--- src/rtl/arb_pkg.sv ---
// Package: shared types and codes for the bus arbitration controller.
// Assumes: a two-bit show-cycle setting field.
package arb_pkg;

    // Who drives the external bus, as seen by the arbitration FSM.
    typedef enum logic [1:0] {
        ST_OWN   = 2'b00,   // processor is master
        ST_GRANT = 2'b01,   // grant out, waiting for acknowledge
        ST_EXT   = 2'b10    // outside master holds the bus
    } arb_state_e;

    localparam int          SHOW_W       = 2;
    localparam logic [1:0]  SHOW_NOGRANT = 2'b01;

endpackage

--- src/rtl/arb_sync.sv ---
// Module: arb_sync
// Multi-flop synchronizer for asynchronous single-bit-per-lane inputs.
// Assumes: STAGES >= 1; each lane is an independent level, not a pulse
// shorter than one clock.
module arb_sync #(
    parameter int STAGES = 2,
    parameter int WIDTH  = 1
) (
    input  logic             clk,
    input  logic             rst_n,
    input  logic [WIDTH-1:0] d_async,
    output logic [WIDTH-1:0] q_sync
);

    logic [STAGES-1:0][WIDTH-1:0] chain;

    generate
        for (genvar i = 0; i < STAGES; i++) begin : g_stage
            if (i == 0) begin : g_first
                // Capture the asynchronous level into the first flop.
                always_ff @(posedge clk) begin
                    if (!rst_n) chain[0] <= '0;
                    else        chain[0] <= d_async;
                end
            end else begin : g_next
                // Shift the level one stage further along the chain.
                always_ff @(posedge clk) begin
                    if (!rst_n) chain[i] <= '0;
                    else        chain[i] <= chain[i-1];
                end
            end
        end
    endgenerate

    assign q_sync = chain[STAGES-1];

endmodule

--- src/rtl/arb_gate.sv ---
// Module: arb_gate
// Decides whether the processor may let go of the bus right now.
// It tracks whether a multi-cycle operand is still open and combines that
// with the in-progress, lock and show-cycle inputs.
// Assumes: cyc_done is asserted for the clock in which a bus cycle ends and
// cyc_last qualifies it.
module arb_gate
    import arb_pkg::*;
#(
    parameter int                SW         = SHOW_W,
    parameter logic [SW-1:0]     BLOCK_CODE = SHOW_NOGRANT
) (
    input  logic          clk,
    input  logic          rst_n,
    input  logic          cyc_busy,
    input  logic          cyc_done,
    input  logic          cyc_last,
    input  logic          rmw_lock,
    input  logic [SW-1:0] show_mode,
    output logic          release_ok
);

    logic xfer_open;

    // Remember that an operand still has cycles left after a non-final end.
    always_ff @(posedge clk) begin
        if (!rst_n)        xfer_open <= 1'b0;
        else if (cyc_done) xfer_open <= !cyc_last;
    end

    // Release only at an operand boundary, outside locks, in a permitting mode.
    always_comb begin
        release_ok = !cyc_busy && !xfer_open && !rmw_lock
                     && (show_mode != BLOCK_CODE);
    end

    // a partial operand end closes the window on the next clock
    a_r3_partial_blocks: assert property (@(posedge clk) disable iff (!rst_n)
        (cyc_done && !cyc_last) |=> !release_ok);

endmodule

--- src/rtl/arb_fsm.sv ---
// Module: arb_fsm
// Arbitration state machine driving grant, driver release and core stall.
// Assumes: req_s and ack_s are already synchronized; release_ok is a
// combinational qualifier valid every clock.
module arb_fsm
    import arb_pkg::*;
(
    input  logic clk,
    input  logic rst_n,
    input  logic req_s,
    input  logic ack_s,
    input  logic release_ok,
    output logic grant,
    output logic hiz,
    output logic stall
);

    arb_state_e state_q, state_d;

    // Next-state selection from synchronized handshake and release qualifier.
    always_comb begin
        state_d = state_q;
        unique case (state_q)
            ST_OWN: begin
                if (req_s && release_ok) state_d = ST_GRANT;
            end
            ST_GRANT: begin
                if (ack_s)       state_d = ST_EXT;
                else if (!req_s) state_d = ST_OWN;
            end
            ST_EXT: begin
                if (!ack_s) state_d = (req_s && release_ok) ? ST_GRANT : ST_OWN;
            end
            default: state_d = ST_OWN;
        endcase
    end

    // State and registered output flags, updated together.
    always_ff @(posedge clk) begin
        if (!rst_n) begin
            state_q <= ST_OWN;
            grant   <= 1'b0;
            hiz     <= 1'b0;
        end else begin
            state_q <= state_d;
            grant   <= (state_d == ST_GRANT);
            hiz     <= (state_d != ST_OWN);
        end
    end

    // Stall while lent, and one clock early when a grant is about to go out.
    always_comb begin
        stall = hiz || ((state_q == ST_OWN) && req_s && release_ok);
    end

    // reset clears grant and release
    a_r1_reset_clears: assert property (@(posedge clk)
        !rst_n |=> (!grant && !hiz));

    // acknowledge seen ends the grant, drivers stay released
    a_r7_ack_drops_grant: assert property (@(posedge clk) disable iff (!rst_n)
        (state_q == ST_GRANT && ack_s) |=> (!grant && hiz));

    // withdrawn request returns the bus to the processor
    a_r6_withdraw_keeps_bus: assert property (@(posedge clk) disable iff (!rst_n)
        (state_q == ST_GRANT && !ack_s && !req_s) |=> (!grant && !hiz));

    // acknowledge negated with nothing pending retakes the bus
    a_r8_retake_bus: assert property (@(posedge clk) disable iff (!rst_n)
        (state_q == ST_EXT && !ack_s && !req_s) |=> !hiz);

    // pending request at acknowledge negation regrants without retaking
    a_r9_requeue_grant: assert property (@(posedge clk) disable iff (!rst_n)
        (state_q == ST_EXT && !ack_s && req_s && release_ok) |=> (grant && hiz));

endmodule

--- src/rtl/bus_arb_ctrl.sv ---
// Module: bus_arb_ctrl (top)
// Bus arbitration controller: synchronizes the external handshake,
// qualifies release against the processor's transfer status, and runs the
// arbitration FSM.
// Assumes: handshake inputs are active high and asynchronous; transfer
// status inputs are synchronous to clk.
module bus_arb_ctrl
    import arb_pkg::*;
#(
    parameter int SYNC_STAGES = 2
) (
    input  logic              clk,
    input  logic              rst_n,
    input  logic              ext_req_a,
    input  logic              ext_ack_a,
    input  logic              cyc_busy,
    input  logic              cyc_done,
    input  logic              cyc_last,
    input  logic              rmw_lock,
    input  logic [SHOW_W-1:0] show_mode,
    output logic              bus_grant,
    output logic              bus_hiz,
    output logic              core_stall
);

    localparam int HS_LANES = 2;

    logic [HS_LANES-1:0] hs_sync;
    logic                release_ok;

    arb_sync #(
        .STAGES (SYNC_STAGES),
        .WIDTH  (HS_LANES)
    ) u_sync (
        .clk     (clk),
        .rst_n   (rst_n),
        .d_async ({ext_ack_a, ext_req_a}),
        .q_sync  (hs_sync)
    );

    arb_gate #(
        .SW         (SHOW_W),
        .BLOCK_CODE (SHOW_NOGRANT)
    ) u_gate (
        .clk        (clk),
        .rst_n      (rst_n),
        .cyc_busy   (cyc_busy),
        .cyc_done   (cyc_done),
        .cyc_last   (cyc_last),
        .rmw_lock   (rmw_lock),
        .show_mode  (show_mode),
        .release_ok (release_ok)
    );

    arb_fsm u_fsm (
        .clk        (clk),
        .rst_n      (rst_n),
        .req_s      (hs_sync[0]),
        .ack_s      (hs_sync[1]),
        .release_ok (release_ok),
        .grant      (bus_grant),
        .hiz        (bus_hiz),
        .stall      (core_stall)
    );

    // grant never starts during a running bus cycle
    a_r3_no_grant_busy: assert property (@(posedge clk) disable iff (!rst_n)
        $rose(bus_grant) |-> $past(!cyc_busy));

    // grant never starts under a read-modify-write lock
    a_r4_no_grant_locked: assert property (@(posedge clk) disable iff (!rst_n)
        $rose(bus_grant) |-> $past(!rmw_lock));

    // grant never starts in the blocking show-cycle setting
    a_r5_no_grant_show: assert property (@(posedge clk) disable iff (!rst_n)
        $rose(bus_grant) |-> ($past(show_mode) != SHOW_NOGRANT));

    // the cycle engine is held whenever the bus is promised or lent
    a_r10_stall_covers: assert property (@(posedge clk) disable iff (!rst_n)
        (bus_grant || bus_hiz) |-> core_stall);

endmodule

--- config.mk ---
export PLATFORM = sky130hd
export DESIGN_NAME = bus_arb_ctrl
export DESIGN_NICKNAME = d
export VERILOG_FILES = /design/src/rtl/arb_pkg.sv /design/src/rtl/arb_sync.sv /design/src/rtl/arb_gate.sv /design/src/rtl/arb_fsm.sv /design/src/rtl/bus_arb_ctrl.sv
export SDC_FILE = /design/constraint.sdc
export NUM_CORES = 1
export LEC_CHECK = 0
export ABC_AREA = 1
export BUFFER_PORTS_ARGS = -buffer_cell sky130_fd_sc_hd__buf_2
export CAP_MARGIN = 10
export CORE_AREA = 2 2 39 41
export DETAILED_ROUTE_END_ITERATION = 8
export DIE_AREA = 0 0 41 43
export PLACE_DENSITY_LB_ADDON = 0.2
export SYNTH_ARGS = -nofsm -noshare
export SYNTH_HDL_FRONTEND = slang
export SYNTH_SLANG_ARGS = --single-unit
--- constraint.sdc ---
create_clock -name clk -period 0.95 [get_ports clk]
set_clock_uncertainty 0.05 [all_clocks]
set_input_delay 0.19 -clock clk [delete_from_list [all_inputs] [get_ports clk]]
set_output_delay 0.19 -clock clk [all_outputs]
set_load 0.02 [all_outputs]
==> results of run 1 <==
per-layer routing:
metal  GRT usage [%]  up-vias  part of all wire [%]
met2            11.6        9                    48
met4            12.0        0                   2.7
met3            1.57        2                   6.9
met1            9.45      120                    42
met5               0        -                     0
li1                -      180                     -
cell usage in the layout, fill, tap and decap left out, types with 2 or more instances in the layout:
master,instances
inv_1,12
nand2_1,11
buf_2,9
dfxtp_1,7
buf_4,6
nor2_1,4
clkbuf_4,3
buf_6,3
o21bai_1,2
dfxtp_2,2
timing repair:
action,in CTS,in global routing
pin swaps,1,0
resized for setup,7,3
setup buffers,1,0
endpoints found under the setup margin,7,7
power breakdown:
part / total (mW) / internal (mW) / switching [mW]
clock network: 0.276 / 0.161 / 0.116
logic: 0.0633 / 0.0359 / 0.0274
registers: 0.392 / 0.389 / 0.00366
total: 0.732 / 0.585 / 0.147
state kept, by name, summed over array words and instances, names as in the netlist:
name and cells:
u_fsm.grant 1, u_fsm.hiz 1, u_fsm.state_q 2, u_gate.xfer_open 1, u_sync.chain 2, u_sync.q_sync 2
stage by stage:
step                      util (%)  setup TNS (ns)  area [µm²]  setup WS, ns  power [mW]
final                         37.7           -1.05         522        -0.421       0.732
after global routing          37.7           -1.39         522        -0.493       0.779
after CTS                     37.3           -1.08         517        -0.439       0.752
after detailed placement      33.5          -0.436         463        -0.192       0.463
after global placement        33.5          -0.366         463        -0.171       0.463
after floorplan                  -          -0.132         345       -0.0747       0.427
cell families after synthesis:
family,after synthesis
compound gates,5
simple gates,19
flops,9
buf+inv,13
layout make-up:
cell class | instances | area, µm² | share of cell area, %
clock buffers | 4 | 26.3 | 5.04
repair buffers | 18 | 124 | 23.7
flip-flops and latches | 9 | 183 | 35.0
multi-input cells | 24 | 120 | 23.0
inverters | 13 | 48.8 | 9.35
well taps | 16 | 20.0 | 3.84
final timing paths:
path                                   endpoint  cells past startpoint                   startpoint
setup / recovery                     core_stall                      5  u_fsm.state_q[0]$_SDFF_PN0_
hold / removal    u_gate.xfer_open$_SDFFE_PN0P_                      2                     cyc_last
setup reg to reg           u_fsm.hiz$_SDFF_PN0_                      7  u_fsm.state_q[0]$_SDFF_PN0_
hold reg to reg     u_sync.q_sync[0]$_SDFF_PN0_                      2   u_sync.chain[0]$_SDFF_PN0_
==> results.py, run 1 <==
metrics = {
    "run_status": {
        "status": "complete, but fails checks",
        "failed_checks": "negative setup slack",
    },
    "worst_setup_path": {
        "path_max_fanout": 2,
        "crit_arrival_ns": 1.13,
        "critPathTopFamily": "simple AND/OR/NAND/NOR gates",
        "cpPeakStageDelay_ns": 0.30,
        "crit_chain": "or2_1 > nor2_1 > nand2_1 > nand2_2 > buf_6",
        "worstSetupPathType": "flip-flop to output pin",
        "start_kind": "flip-flop",
        "critPathBufInv": 1,
        "ff2ff_setup_slack_ns": -0.22,
        "slowest_stage": "dfxtp_1",
        "cp.required_ns": 0.71,
        "end_kind": "output pin",
    },
    "yosys": {
        "ys_seq_area_share_pct": 52.6,
        "synth_area_um2": 343,
        "synth_fp_nets": 56,
        "muxShareOfSynthArea_pct": 0,
        "yosys.area.top_type": "dfxtp_1",
        "yosysWarnings": 0,
        "synth-edff-count": 0,
        "synth_xor_area_share_pct": 0,
        "ys_async_sr_fraction_pct": 0,
        "synth_fa_ha_area_share_pct": 0,
        "synth_top_area_share_pct": 52.6,
        "synthSimpleGateAreaFrac_pct": 23.7,
        "ys_seq_elements": 9,
        "yosysMostFrequentCell": "inv_1",
        "synth_compound_area_share_pct": 9.49,
        "ys_types": 11,
        "synth_ff_type": "dfxtp_1",
        "synthCells": 46,
        "avgSynthCellArea_um2": 7.45,
        "yosys-top-cells-area": "dfxtp_1, inv_1, nand2_1",
        "ys_top_cells_by_count": "inv_1, nand2_1, dfxtp_1",
        "synth_top_family_by_area": "simple AND/OR/NAND/NOR gates",
    },
    "power": {
        "cellPowerDensity_nw_per_um2": 1400,
        "peakVddDrop_mv": 0.734,
        "leakage_nw": 0.320,
    },
    "clocking": {
        "cts_sinks": 9,
        "cts_buffers": 3,
        "cts_buffer_depth": 2,
        "cts-root-buf": "clkbuf_4",
        "clkSlewWorstSetupHoldPaths_ns": 0.06,
        "htreeDepth": 1,
        "cts_tree": "yes",
        "hold_buffers": 0,
        "clk_latency_ns": 0.25,
    },
    "sta": {
        "setup_viol": 4,
        "hold_viol_final": 0,
        "period_share_pct": 144,
        "fin_crit_ns": 1.37,
        "hold_ws_ns": 0.0625,
        "worstMarginPinSlew_ns": 0.157,
        "relSlewSlack_pct": 89.5,
        "slew_violations": 0,
        "rsz0062_at_grt": "true",
        "fin_ws_ns": -0.421,
        "fmax_ghz": 0.729,
    },
    "cells_and_area": {
        "fin_cells": 84,
        "syn2layout_area_growth_pct": 52.2,
        "drive_gt1_share_pct": 39.7,
        "fin_nets": 79,
        "num_antenna_cells": 0,
        "nFillCells": 142,
    },
    "die": {
        "start_util_pct": 24.8,
        "die_w_um": 41,
        "fp-row-count": 14,
        "core-area_um2": 1380,
        "io_pins": 13,
        "die_area_um2": 1760,
        "die_h_um": 43,
    },
    "drt": {
        "firstDrtPassIters": 1,
        "drc": 0,
        "wl_per_cell_um": 6.69,
        "drtIter0Drc": 0,
        "wl_um": 562,
        "vias": 311,
        "drtAntennaViolNets": 0,
        "viasPerCell": 3.70,
    },
    "placement": {
        "port_buffers": 12,
        "dp_cells": 79,
        "place_congestion": 0.627,
        "dp_hpwl_um": 462,
    },
    "global_route": {
        "grt_pass1_vias": 253,
        "grt_pass1_wl_um": 945,
        "grt_antenna_before_repair": 0,
        "grt_usage_pct": 8.77,
        "grt-ovfl-total": 0,
        "grt_max_degree": 6,
    },
    "worst_hold_path": {
        "hp-class": "input pin to flip-flop",
    },
    "job": {
        "maxCapViolCount": 0,
    },
}
No activity file was read; power rests on OpenSTA's default activity.
==> inputs of run 2 (changes only) <==
Settings changed: MAX_ROUTING_LAYER set to met4, SETUP_SLACK_MARGIN set to 0.4.
==> run 2 against run 1 <==
- the run still ends with negative setup slack left
- first-iteration DRC count unchanged
- critical path depth did not move
- count of clock-buffer cells in the layout stayed put
- via count grew 7.4%
- sequential power barely moved
- design area rose by 6.5%
- combinational power rose by 11%
- non-clock buffer count increased by 2
- clock power increased by 2%
- flip-flop and latch count unchanged
- setup slack improved by 0.0097 ns
==> results.py, run 2 (synthesized netlist as in run 1, its figures left out) <==
metrics = {
    "run_status": {
        "status": "complete, but fails checks",
        "failed_checks": "negative setup slack",
    },
    "placement": {
        "postPlaceCellArea_um2": 485,
        "place_congestion": 0.681,
        "dp_cells": 81,
        "dp_hpwl_um": 483,
        "port_buffers": 12,
    },
    "drt": {
        "wl_per_cell_um": 6.91,
        "drtAntennaViolNets": 0,
        "wl_um": 594,
        "drc": 0,
        "drtIter0Drc": 0,
        "firstDrtPassIters": 1,
        "viasPerCell": 3.88,
        "vias": 334,
    },
    "global_route": {
        "grt_antenna_before_repair": 0,
        "grt-ovfl-total": 0,
        "grt_usage_pct": 9.33,
        "grt_max_degree": 6,
        "grt_pass1_wl_um": 1010,
        "grt_pass1_vias": 290,
    },
    "worst_setup_path": {
        "worstSetupPathType": "flip-flop to output pin",
        "cp.required_ns": 0.71,
        "path_max_fanout": 2,
        "ff2ff_setup_slack_ns": -0.20,
        "r2r-start": "u_fsm.state_q[0]$_SDFF_PN0_",
        "end_kind": "output pin",
        "crit_arrival_ns": 1.12,
        "start_kind": "flip-flop",
        "r2r_end": "u_fsm.hiz$_SDFF_PN0_",
        "reg2reg_depth": 7,
    },
    "die": {
        "start_util_pct": 24.8,
        "core-area_um2": 1380,
        "die_h_um": 43,
        "fp-row-count": 14,
        "io_pins": 13,
        "die_w_um": 41,
        "die_area_um2": 1760,
    },
    "clocking": {
        "cts_sinks": 9,
        "clk_latency_ns": 0.25,
        "cts_buffer_depth": 2,
        "cts_tree": "yes",
        "clkSlewWorstSetupHoldPaths_ns": 0.06,
        "htreeDepth": 1,
        "cts_buffers": 3,
        "cts-root-buf": "clkbuf_4",
    },
    "cells_and_area": {
        "final-seq-area_um2": 189,
        "syn2layout_area_growth_pct": 62.0,
        "nFillCells": 152,
        "layout_common_cells": "inv_1, nand2_1, buf_2",
        "fin_nets": 81,
        "fin_cells": 86,
        "drive_gt1_share_pct": 44.3,
        "final_design_area_no_fill_um2": 556,
        "layout_commonest_cell": "inv_1",
        "multi_input_area_um2": 129,
        "num_antenna_cells": 0,
    },
    "worst_hold_path": {
        "hp-class": "input pin to flip-flop",
        "whs_endpoint": "u_gate.xfer_open$_SDFFE_PN0P_",
        "min_from": "cyc_last",
        "holdPathStages": 2,
    },
    "sta": {
        "fmax_ghz": 0.735,
        "period_share_pct": 143,
        "fin_ws_ns": -0.411,
        "fin_crit_ns": 1.36,
        "slew_violations": 0,
        "setup_viol": 4,
        "hold_viol_final": 0,
        "worstMarginPinSlew_ns": 0.157,
        "relSlewSlack_pct": 89.5,
        "rsz0062_at_grt": "true",
    },
    "power": {
        "leakage_nw": 0.336,
        "peakVddDrop_mv": 0.553,
        "power_mw": 0.740,
        "cellPowerDensity_nw_per_um2": 1330,
    },
    "job": {
        "maxCapViolCount": 0,
    },
}
==> run 2: cell types whose count changed in the layout (fill, tap and decap cells not counted), sizes merged <==
cell,change
buf,+2
==> run 2: worst max-delay path by stage <==
stage	endpoint	cells after the start	start	slack [ns]
4_1_cts	core_stall	5	u_fsm.state_q[0]$_SDFF_PN0_	-0.42
6_report	core_stall	5	u_fsm.state_q[0]$_SDFF_PN0_	-0.41
3_5_place_dp	core_stall	5	u_fsm.state_q[0]$_SDFF_PN0_	-0.18
5_1_grt	core_stall	5	u_fsm.state_q[0]$_SDFF_PN0_	-0.50
3_3_place_gp	core_stall	5	u_fsm.state_q[0]$_SDFF_PN0_	-0.17
2_1_floorplan	core_stall	4	u_fsm.state_q[0]$_SDFF_PN0_	-0.07
==> run 2: timing repair <==
| action | in CTS | in global routing |
|---|---|---|
| endpoints found under the setup margin | 8 | 9 |
| hold buffers | 0 | 0 |
| pin swaps | 1 | 1 |
| buffers inserted | 1 | 0 |
| hold endpoints to repair | 0 | 0 |
| resized for setup | 10 | 1 |
==> run 2: area by class of cell <==
type	count	area share, %
Timing Repair Buffer	20	25.7
Tap cell	16	3.60
Multi-Input combinational cell	24	23.2
Sequential cell	9	34.0
Clock buffer	4	4.73
Inverter	13	8.78
==> run 2: worst max-delay path, stage by stage (launching register included) <==
cell,delay (ns)
dfxtp_1,0.30
or2_1,0.23
nor2_1,0.09
nand2_1,0.08
nand2_2,0.06
buf_6,0.11
==> run 2: where the power goes <==
group / internal [mW] / switching, mW / leakage [nW]
sequential: 0.384 / 0.00535 / 0.0755
combinational: 0.0413 / 0.0293 / 0.245
clock: 0.161 / 0.120 / 0.0150
total: 0.586 / 0.154 / 0.336
==> run 2: routing by layer <==
metal	up-vias	part of all wire [%]	global-route usage, %
li1	184	-	-
met1	139	44	9.21
met2	9	47	13.8
met3	2	7.4	1.57
met4	0	1.5	10.0
met5	-	0	-
==> run 2: through the flow <==
step	hold slack (ns)	worst slack [ns]	setup TNS, ns	util, %
4_1_cts	0.0458	-0.420	-1.02	39.9
5_1_grt	0.0417	-0.497	-1.41	40.1
3_3_place_gp	0.318	-0.166	-0.411	35.1
3_5_place_dp	0.326	-0.182	-0.415	35.1
2_1_floorplan	0.230	-0.0747	-0.143	-
6_report	0.0543	-0.411	-0.990	40.1
